===== src/rtl/lrc_pkg.sv =====
`timescale 1ns/1ps
package lrc_pkg;
  localparam int MANT_W  = 12;
  localparam int EXP_W   = 4;
  localparam int RNG_TOP = 11;
  localparam int SCL_W   = MANT_W + RNG_TOP + 1;
  localparam int FULL    = 1 << MANT_W;

  localparam logic [EXP_W-1:0]  RNG_MAX   = EXP_W'(RNG_TOP);
  localparam logic [EXP_W-1:0]  RNG_AUTO  = EXP_W'(RNG_TOP + 1);
  localparam logic [MANT_W-1:0] QTR_MARK  = MANT_W'(FULL / 4);
  localparam logic [MANT_W-1:0] HALF_MARK = MANT_W'(FULL / 2);
  localparam logic [MANT_W-1:0] HI_MARK   = MANT_W'(FULL * 7 / 8);

  typedef enum logic [1:0] {S_IDLE, S_INTEG, S_WAIT} seq_state_t;

  // Smallest range whose extrapolated mantissa stays under the up-step mark.
  function automatic logic [EXP_W-1:0] pick_range(input logic [MANT_W-1:0] m);
    logic [EXP_W-1:0] r;
    logic [SCL_W-1:0] scaled;
    r = RNG_MAX;
    for (int k = RNG_TOP - 1; k >= 0; k--) begin
      scaled = {{(RNG_TOP + 1){1'b0}}, m} << (RNG_TOP - k);
      if (scaled < SCL_W'(HI_MARK)) r = EXP_W'(k);
    end
    return r;
  endfunction

  // Range for the next full measurement after a good one.
  function automatic logic [EXP_W-1:0] step_range(input logic [EXP_W-1:0] r,
                                                  input logic [MANT_W-1:0] m);
    if (m < QTR_MARK)       return (r > EXP_W'(1)) ? r - EXP_W'(2) : '0;
    else if (m < HALF_MARK) return (r != '0) ? r - EXP_W'(1) : '0;
    else if (m > HI_MARK)   return (r < RNG_MAX) ? r + EXP_W'(1) : RNG_MAX;
    else                    return r;
  endfunction
endpackage


===== src/rtl/lrc_timer.sv =====
`timescale 1ns/1ps
module lrc_timer #(
  parameter int CW = 8
) (
  input  logic          clk,
  input  logic          rst_n,
  input  logic          load,
  input  logic          clear,
  input  logic [CW-1:0] len,
  output logic          expire
);
  logic [CW-1:0] cnt;

  always_ff @(posedge clk or negedge rst_n) begin
    if (!rst_n)            cnt <= '0;
    else if (load)         cnt <= len;
    else if (clear)        cnt <= '0;
    else if (cnt != '0)    cnt <= cnt - CW'(1);
  end

  assign expire = (cnt == CW'(1)) && !load;
endmodule


===== src/rtl/lrc_decide.sv =====
`timescale 1ns/1ps
module lrc_decide import lrc_pkg::*; (
  input  logic                    assess_ph,
  input  logic                    auto_run,
  input  logic                    mask_exp,
  input  logic [EXP_W-1:0]        rng,
  input  logic [MANT_W-1:0]       mant,
  input  logic                    ovf,
  output logic                    go_full,
  output logic                    go_retry,
  output logic                    go_report,
  output logic [EXP_W-1:0]        nxt_rng,
  output logic [EXP_W+MANT_W-1:0] rpt_word,
  output logic                    rpt_ovf
);
  logic [EXP_W-1:0] shown_exp;

  always_comb begin
    go_full   = 1'b0;
    go_retry  = 1'b0;
    go_report = 1'b0;
    nxt_rng   = rng;
    rpt_ovf   = 1'b0;
    shown_exp = (!auto_run && mask_exp) ? '0 : rng;
    rpt_word  = {shown_exp, mant};
    if (assess_ph) begin
      go_full = 1'b1;
      nxt_rng = ovf ? RNG_MAX : pick_range(mant);
    end else if (auto_run && ovf && (rng != RNG_MAX)) begin
      go_retry = 1'b1;
      nxt_rng  = RNG_MAX;
    end else begin
      go_report = 1'b1;
      rpt_ovf   = auto_run ? (ovf && (rng == RNG_MAX)) : ovf;
      nxt_rng   = auto_run ? step_range(rng, mant) : rng;
    end
  end
endmodule


===== src/rtl/lrc_result.sv =====
`timescale 1ns/1ps
module lrc_result import lrc_pkg::*; (
  input  logic                    clk,
  input  logic                    rst_n,
  input  logic                    report,
  input  logic [EXP_W+MANT_W-1:0] word_in,
  input  logic                    ovf_in,
  output logic [EXP_W+MANT_W-1:0] res_word,
  output logic                    res_ovf,
  output logic                    res_valid
);
  always_ff @(posedge clk or negedge rst_n) begin
    if (!rst_n) begin
      res_word  <= '0;
      res_ovf   <= 1'b0;
      res_valid <= 1'b0;
    end else begin
      res_valid <= report;
      if (report) begin
        res_word <= word_in;
        res_ovf  <= ovf_in;
      end
    end
  end
endmodule


===== src/rtl/lux_range_ctrl.sv =====
`timescale 1ns/1ps
module lux_range_ctrl import lrc_pkg::*; #(
  parameter int TICKS_PER_MS = 1000,
  parameter int ASSESS_MS    = 10,
  parameter int SHORT_MS     = 100,
  parameter int LONG_MS      = 800
) (
  input  logic                    clk,
  input  logic                    rst_n,
  input  logic [EXP_W-1:0]        cfg_range,
  input  logic                    cfg_long,
  input  logic [1:0]              cfg_mode,
  input  logic                    cfg_mask_exp,
  input  logic                    cfg_wr,
  input  logic                    cnv_done,
  input  logic [MANT_W-1:0]       cnv_mant,
  input  logic                    cnv_ovf,
  output logic                    cnv_start,
  output logic                    cnv_integ,
  output logic                    cnv_abort,
  output logic [EXP_W-1:0]        cnv_range,
  output logic [EXP_W+MANT_W-1:0] res_word,
  output logic                    res_ovf,
  output logic                    res_valid,
  output logic                    oneshot_clr
);
  localparam int CW = $clog2(LONG_MS * TICKS_PER_MS + 1);
  localparam logic [CW-1:0] LEN_ASSESS = CW'(ASSESS_MS * TICKS_PER_MS);
  localparam logic [CW-1:0] LEN_SHORT  = CW'(SHORT_MS * TICKS_PER_MS);
  localparam logic [CW-1:0] LEN_LONG   = CW'(LONG_MS * TICKS_PER_MS);

  seq_state_t       state;
  logic [EXP_W-1:0] rng_q;
  logic             assess_q, auto_q;

  // Configuration decode
  logic             cfg_auto, run_cont;
  logic [EXP_W-1:0] fixed_rng;
  assign cfg_auto  = (cfg_range == RNG_AUTO);
  assign fixed_rng = (cfg_range > RNG_MAX) ? RNG_MAX : cfg_range;
  assign run_cont  = cfg_mode[1];

  // Decision on the returned sample
  logic                    dec_full, dec_retry, dec_report, dec_ovf;
  logic [EXP_W-1:0]        dec_rng;
  logic [EXP_W+MANT_W-1:0] dec_word;

  lrc_decide u_decide (
    .assess_ph (assess_q),
    .auto_run  (auto_q),
    .mask_exp  (cfg_mask_exp),
    .rng       (rng_q),
    .mant      (cnv_mant),
    .ovf       (cnv_ovf),
    .go_full   (dec_full),
    .go_retry  (dec_retry),
    .go_report (dec_report),
    .nxt_rng   (dec_rng),
    .rpt_word  (dec_word),
    .rpt_ovf   (dec_ovf)
  );

  // Named events for the checks
  logic sample_evt, retry_evt, report_evt;
  assign sample_evt = (state == S_WAIT) && cnv_done && !cfg_wr;
  assign retry_evt  = sample_evt && dec_retry;
  assign report_evt = sample_evt && dec_report;

  logic             launch, l_assess, go_idle, abort_now;
  logic [EXP_W-1:0] l_rng;
  logic [CW-1:0]    l_len;

  always_comb begin
    launch    = 1'b0;
    l_assess  = 1'b0;
    l_rng     = rng_q;
    go_idle   = 1'b0;
    abort_now = 1'b0;
    if (cfg_wr) begin
      abort_now = (state != S_IDLE);
      if (cfg_mode != 2'd0) begin
        launch   = 1'b1;
        l_assess = cfg_auto;
        l_rng    = cfg_auto ? RNG_MAX : fixed_rng;
      end else begin
        go_idle = 1'b1;
      end
    end else if (sample_evt) begin
      if (dec_full) begin
        launch = 1'b1;
        l_rng  = dec_rng;
      end else if (dec_retry) begin
        launch   = 1'b1;
        l_assess = 1'b1;
        l_rng    = RNG_MAX;
      end else if (run_cont) begin
        launch = 1'b1;
        l_rng  = auto_q ? dec_rng : fixed_rng;
      end else begin
        go_idle = 1'b1;
      end
    end
    l_len = l_assess ? LEN_ASSESS : (cfg_long ? LEN_LONG : LEN_SHORT);
  end

  logic tmr_expire;

  lrc_timer #(.CW(CW)) u_timer (
    .clk    (clk),
    .rst_n  (rst_n),
    .load   (launch),
    .clear  (go_idle),
    .len    (l_len),
    .expire (tmr_expire)
  );

  always_ff @(posedge clk or negedge rst_n) begin
    if (!rst_n) begin
      state       <= S_IDLE;
      rng_q       <= '0;
      assess_q    <= 1'b0;
      auto_q      <= 1'b0;
      cnv_start   <= 1'b0;
      cnv_abort   <= 1'b0;
      oneshot_clr <= 1'b0;
    end else begin
      cnv_start   <= launch;
      cnv_abort   <= abort_now;
      oneshot_clr <= report_evt && !run_cont;
      if (cfg_wr && launch) auto_q <= cfg_auto;
      if (launch) begin
        state    <= S_INTEG;
        rng_q    <= l_rng;
        assess_q <= l_assess;
      end else if (go_idle) begin
        state <= S_IDLE;
      end else if ((state == S_INTEG) && tmr_expire) begin
        state <= S_WAIT;
      end
    end
  end

  assign cnv_integ = (state == S_INTEG);
  assign cnv_range = rng_q;

  lrc_result u_result (
    .clk       (clk),
    .rst_n     (rst_n),
    .report    (report_evt),
    .word_in   (dec_word),
    .ovf_in    (dec_ovf),
    .res_word  (res_word),
    .res_ovf   (res_ovf),
    .res_valid (res_valid)
  );

  // Assertions
  a_r11_start_opens_window: assert property (@(posedge clk) disable iff (!rst_n)
    cnv_start |-> cnv_integ);
  a_r11_range_held: assert property (@(posedge clk) disable iff (!rst_n)
    (cnv_integ && !cnv_start) |-> $stable(cnv_range));
  a_r8_abort_only_busy: assert property (@(posedge clk) disable iff (!rst_n)
    cnv_abort |-> $past(state != S_IDLE));
  a_r4_retry_silent: assert property (@(posedge clk) disable iff (!rst_n)
    retry_evt |=> (!res_valid && cnv_start));
  a_r7_clr_with_result: assert property (@(posedge clk) disable iff (!rst_n)
    oneshot_clr |-> (res_valid && !cnv_integ));
  a_r5_auto_ovf_top: assert property (@(posedge clk) disable iff (!rst_n)
    (res_valid && res_ovf && auto_q) |-> (res_word[EXP_W+MANT_W-1:MANT_W] == RNG_MAX));
  a_r1_range_legal: assert property (@(posedge clk) disable iff (!rst_n)
    cnv_integ |-> (cnv_range <= RNG_MAX));
endmodule


===== config.mk =====
export PLATFORM = sky130hd
export DESIGN_NAME = lux_range_ctrl
export DESIGN_NICKNAME = d
export VERILOG_FILES = /design/src/rtl/lrc_pkg.sv /design/src/rtl/lrc_timer.sv /design/src/rtl/lrc_decide.sv /design/src/rtl/lrc_result.sv /design/src/rtl/lux_range_ctrl.sv
export SDC_FILE = /design/constraint.sdc
export NUM_CORES = 1
export LEC_CHECK = 0
export BUFFER_PORTS_ARGS = -buffer_cell sky130_fd_sc_hd__buf_2
export CAP_MARGIN = 10
export CELL_PAD_IN_SITES_DETAIL_PLACEMENT = 0
export CELL_PAD_IN_SITES_GLOBAL_PLACEMENT = 1
export CORE_AREA = 10 10 93 111
export DETAILED_ROUTE_END_ITERATION = 7
export DIE_AREA = 0 0 103 121
export PLACE_DENSITY = 0.8
export SLEW_MARGIN = 15
export SYNTH_ARGS = -nofsm -noshare
export SYNTH_HDL_FRONTEND = slang
export SYNTH_SLANG_ARGS = --single-unit

===== constraint.sdc =====
create_clock -name clk -period 1.8 [get_ports clk]
set_input_delay 0.18 -clock clk [delete_from_list [all_inputs] [get_ports clk]]
set_output_delay 0.18 -clock clk [all_outputs]
set_load 0.005 [all_outputs]

==> out/results.ini <==
[sta]
finalHoldViolCount=0
rsz0062_at_grt=yes
worstMarginPinSlew_ns=0.604
max_freq_mhz=549
worst_slack_ns=-0.0209
slew_headroom_pct=59.5
drv_slew=0
finalSetupViolCount=2
period_needed_ns=1.82
fin_crit_sh_pct=101
clock_skew_ns=0.0111

[die]
num_io_pins=51
die_area_mm2=0.0125
start_util_pct=38.0
core_area_mm2=0.00811
fp-row-count=36
die_height_um=121
dieWidth_um=103

[yosys]
synth_compound_area_share_pct=18.3
synth_area_leader_cell=dfrtp_1
ys_types=63
synth-xor-area-share_pct=4.55
synth_top_area_share_pct=39.8
synth-adder-area-share_pct=3.65
synth_edf_count=0
syn_nets=372
synth_top_family_by_area=simple AND/OR/NAND/NOR gates
synth-seq-cells=49
async_flop_share_pct=100
ys_seq_area_share_pct=39.8
syn_area_mm2=0.00308
yosys.area_share.simple_pct=24.9
synth_top_flop_cell=dfrtp_1
yosys-top-cells-area=dfrtp_1 40%, nand2_1 3.9%, nor2_1 3.9%
syn_avg_cell_area_um2=9.12
synth_mux_area_share_pct=4.10
yosys_warnings=0
postSynthCellCount=338

[global_routing]
grt_pass1_vias=3122
grt_pass1_wl_um=14900
grt-ovfl-total=0
grt_max_degree=28
gr-usage-all-layers_pct=14.7
antenna_found_initial=0

[cts]
clkSinkCount=49
cts_tree=built
clock-root-buffer=clkbuf_8
clockBufferDepth=2
numCtsBuffers=5
clk_pin_slew_ns=0.09
clk_latency_ns=0.30
htree_levels=2

[routing]
vias_per_cell=5.42
postRouteAntennaNets=0
num_vias=2950
firstDrtPassIters=4
drt_iter0_drc=102
wl_um=9230
drc=0
wire_per_inst_um=17.0

[setup_path]
worstSetupPathType=register to register
critPathMaxFanout=6
endpoint_kind=register
rr_worst_depth=6
start_kind=register
cp.arrival_ns=2.02
required_ns=2.00

[placed_design]
hpwl_um=7070
place_congestion=0.857
io_buffers=50
dpl_cell_area_mm2=0.00386
dpl.cell_count=523

[outcome]
status=finished, violations left
violations=negative setup slack

[finish]
fin_cells=544
drive_gt1_share_pct=41.4
diodes=0
nets=482
synthToLayoutAreaGrowth_pct=37.8
finish.instance_area_mm2=0.00425

[power]
p_per_area_mw_per_mm2=695
peakVddDrop_mv=0.314
p_leak_nw=1.99

[run]
maxCapViolations=0

[min_path]
hp-class=input port to register
worstHoldPathCells=2

[metrics by stage]
stage	setup TNS [ns]	setup slack [ns]	total power, mW	hold WS (ns)	utilization (%)
finish	-0.0220	-0.0209	2.95	0.130	52.4
detailed placement	-0.947	-0.0927	2.16	0.211	47.6
CTS	-0.00563	-0.00563	2.85	0.124	50.1
global route	-1.07	-0.139	3.13	0.145	52.4
floorplan	-0.0169	-0.00422	1.78	-0.116	-
global placement	-0.275	-0.0624	2.15	0.207	47.6
[state kept, by name, summed over array words and instances, names as in the netlist]
signal              cells
u_result.res_valid      1
u_timer.cnt            20
u_result.res_word      16
u_result.res_ovf        1
state                   2
cnv_abort               1
cnv_start               1
assess_q                1
cnv_range               4
auto_q                  1
oneshot_clr             1
[cell usage in the layout, fill, tap and decap left out, drive strengths merged, types with 10 or more instances in the layout]
cell	Yosys	layout
a21oi	12	12
buf	6	119
dfrtp	49	49
inv	16	16
nand2	32	32
nand3	12	12
nor2	33	33
nor3	15	15
nor4	10	10
o21ai	19	19
[power breakdown]
group	internal [mW]	switching (mW)	total [mW]
clock	0.276	0.362	0.638
combinational	0.505	0.522	1.03
sequential	1.19	0.0981	1.28
total	1.97	0.982	2.95
[final timing paths]
check,start,endpoint,slack (ns)
setup / recovery,u_timer.cnt[18],u_timer.cnt[6],-0.02
hold / removal,cfg_mode[1],oneshot_clr,0.13
setup reg to reg,u_timer.cnt[18],u_timer.cnt[6],-0.02
hold reg to reg,u_result.res_word[12],u_result.res_word[12],0.49
max in group asynchronous,rst_n,u_timer.cnt[4],0.84
min in group asynchronous,rst_n,u_timer.cnt[0],0.41
[kinds of logic after synthesis]
logic type | count (synthesis)
AOI/OAI and AO/OA | 81
xor gates and xnor gates | 16
adders and majority gates | 9
buffers and inverters | 33
DFF | 49
muxes | 10
and+or+nand+nor | 140
[cell type report]
class / instances / area (µm²)
multi-input cells: 256 / 1930
clock inverters: 1 / 7.51
fillers: 762 / 3860
flip-flops and latches: 49 / 1230
well taps: 95 / 119
clock buffers: 7 / 76.3
repair buffers: 120 / 818
inverters: 16 / 67.6
[synth_stat cells, types with 2 or more instances]
cell type / count
nor2_1: 32
o21ai_0: 9
nand2b_1: 9
nor2b_1: 3
nand4_1: 5
buf_6: 2
inv_1: 14
nand3b_1: 3
and2_1: 3
a41oi_1: 2
o22ai_1: 2
o21a_1: 7
nand2_1: 32
ha_1: 9
a311oi_1: 3
buf_2: 4
o211ai_1: 4
o31ai_1: 4
and3_1: 5
clkbuf_1: 11
nor4_2: 4
dfrtp_1: 49
mux2_2: 5
nor4_1: 5
inv_2: 2
xnor2_1: 8
xor2_1: 8
a31oi_1: 9
a31o_1: 2
o21ai_1: 10
nor3_1: 13
mux2_4: 4
nor3_2: 2
a211oi_1: 2
a21o_1: 2
nand3_1: 12
or2_1: 2
a21oi_1: 11
[worst max-delay path, stage by stage, from the launching register on]
cell     delay (ns)
dfrtp_1        0.42
nor4_4         0.32
nand4_1        0.24
or3_4          0.44
nand3_2        0.10
xor2_1         0.14
nor2_1         0.06
[metal layers]
layer	vias up	track usage, %	wire [µm]
li1	1435	-	-
met2	61	26.8	4860
met3	15	2.28	302
met5	-	0	0
met4	0	4.27	237
met1	1439	17.1	3830
[what timing repair did]
item                                    CTS  global route
gates resized for setup                  14            31
setup buffers                             6             6
endpoints found under the setup margin   29            34
pin swaps                                 9            17
hold buffers                              1             0
endpoints found under the hold margin    22             0
(Power assumes the default switching activity.)
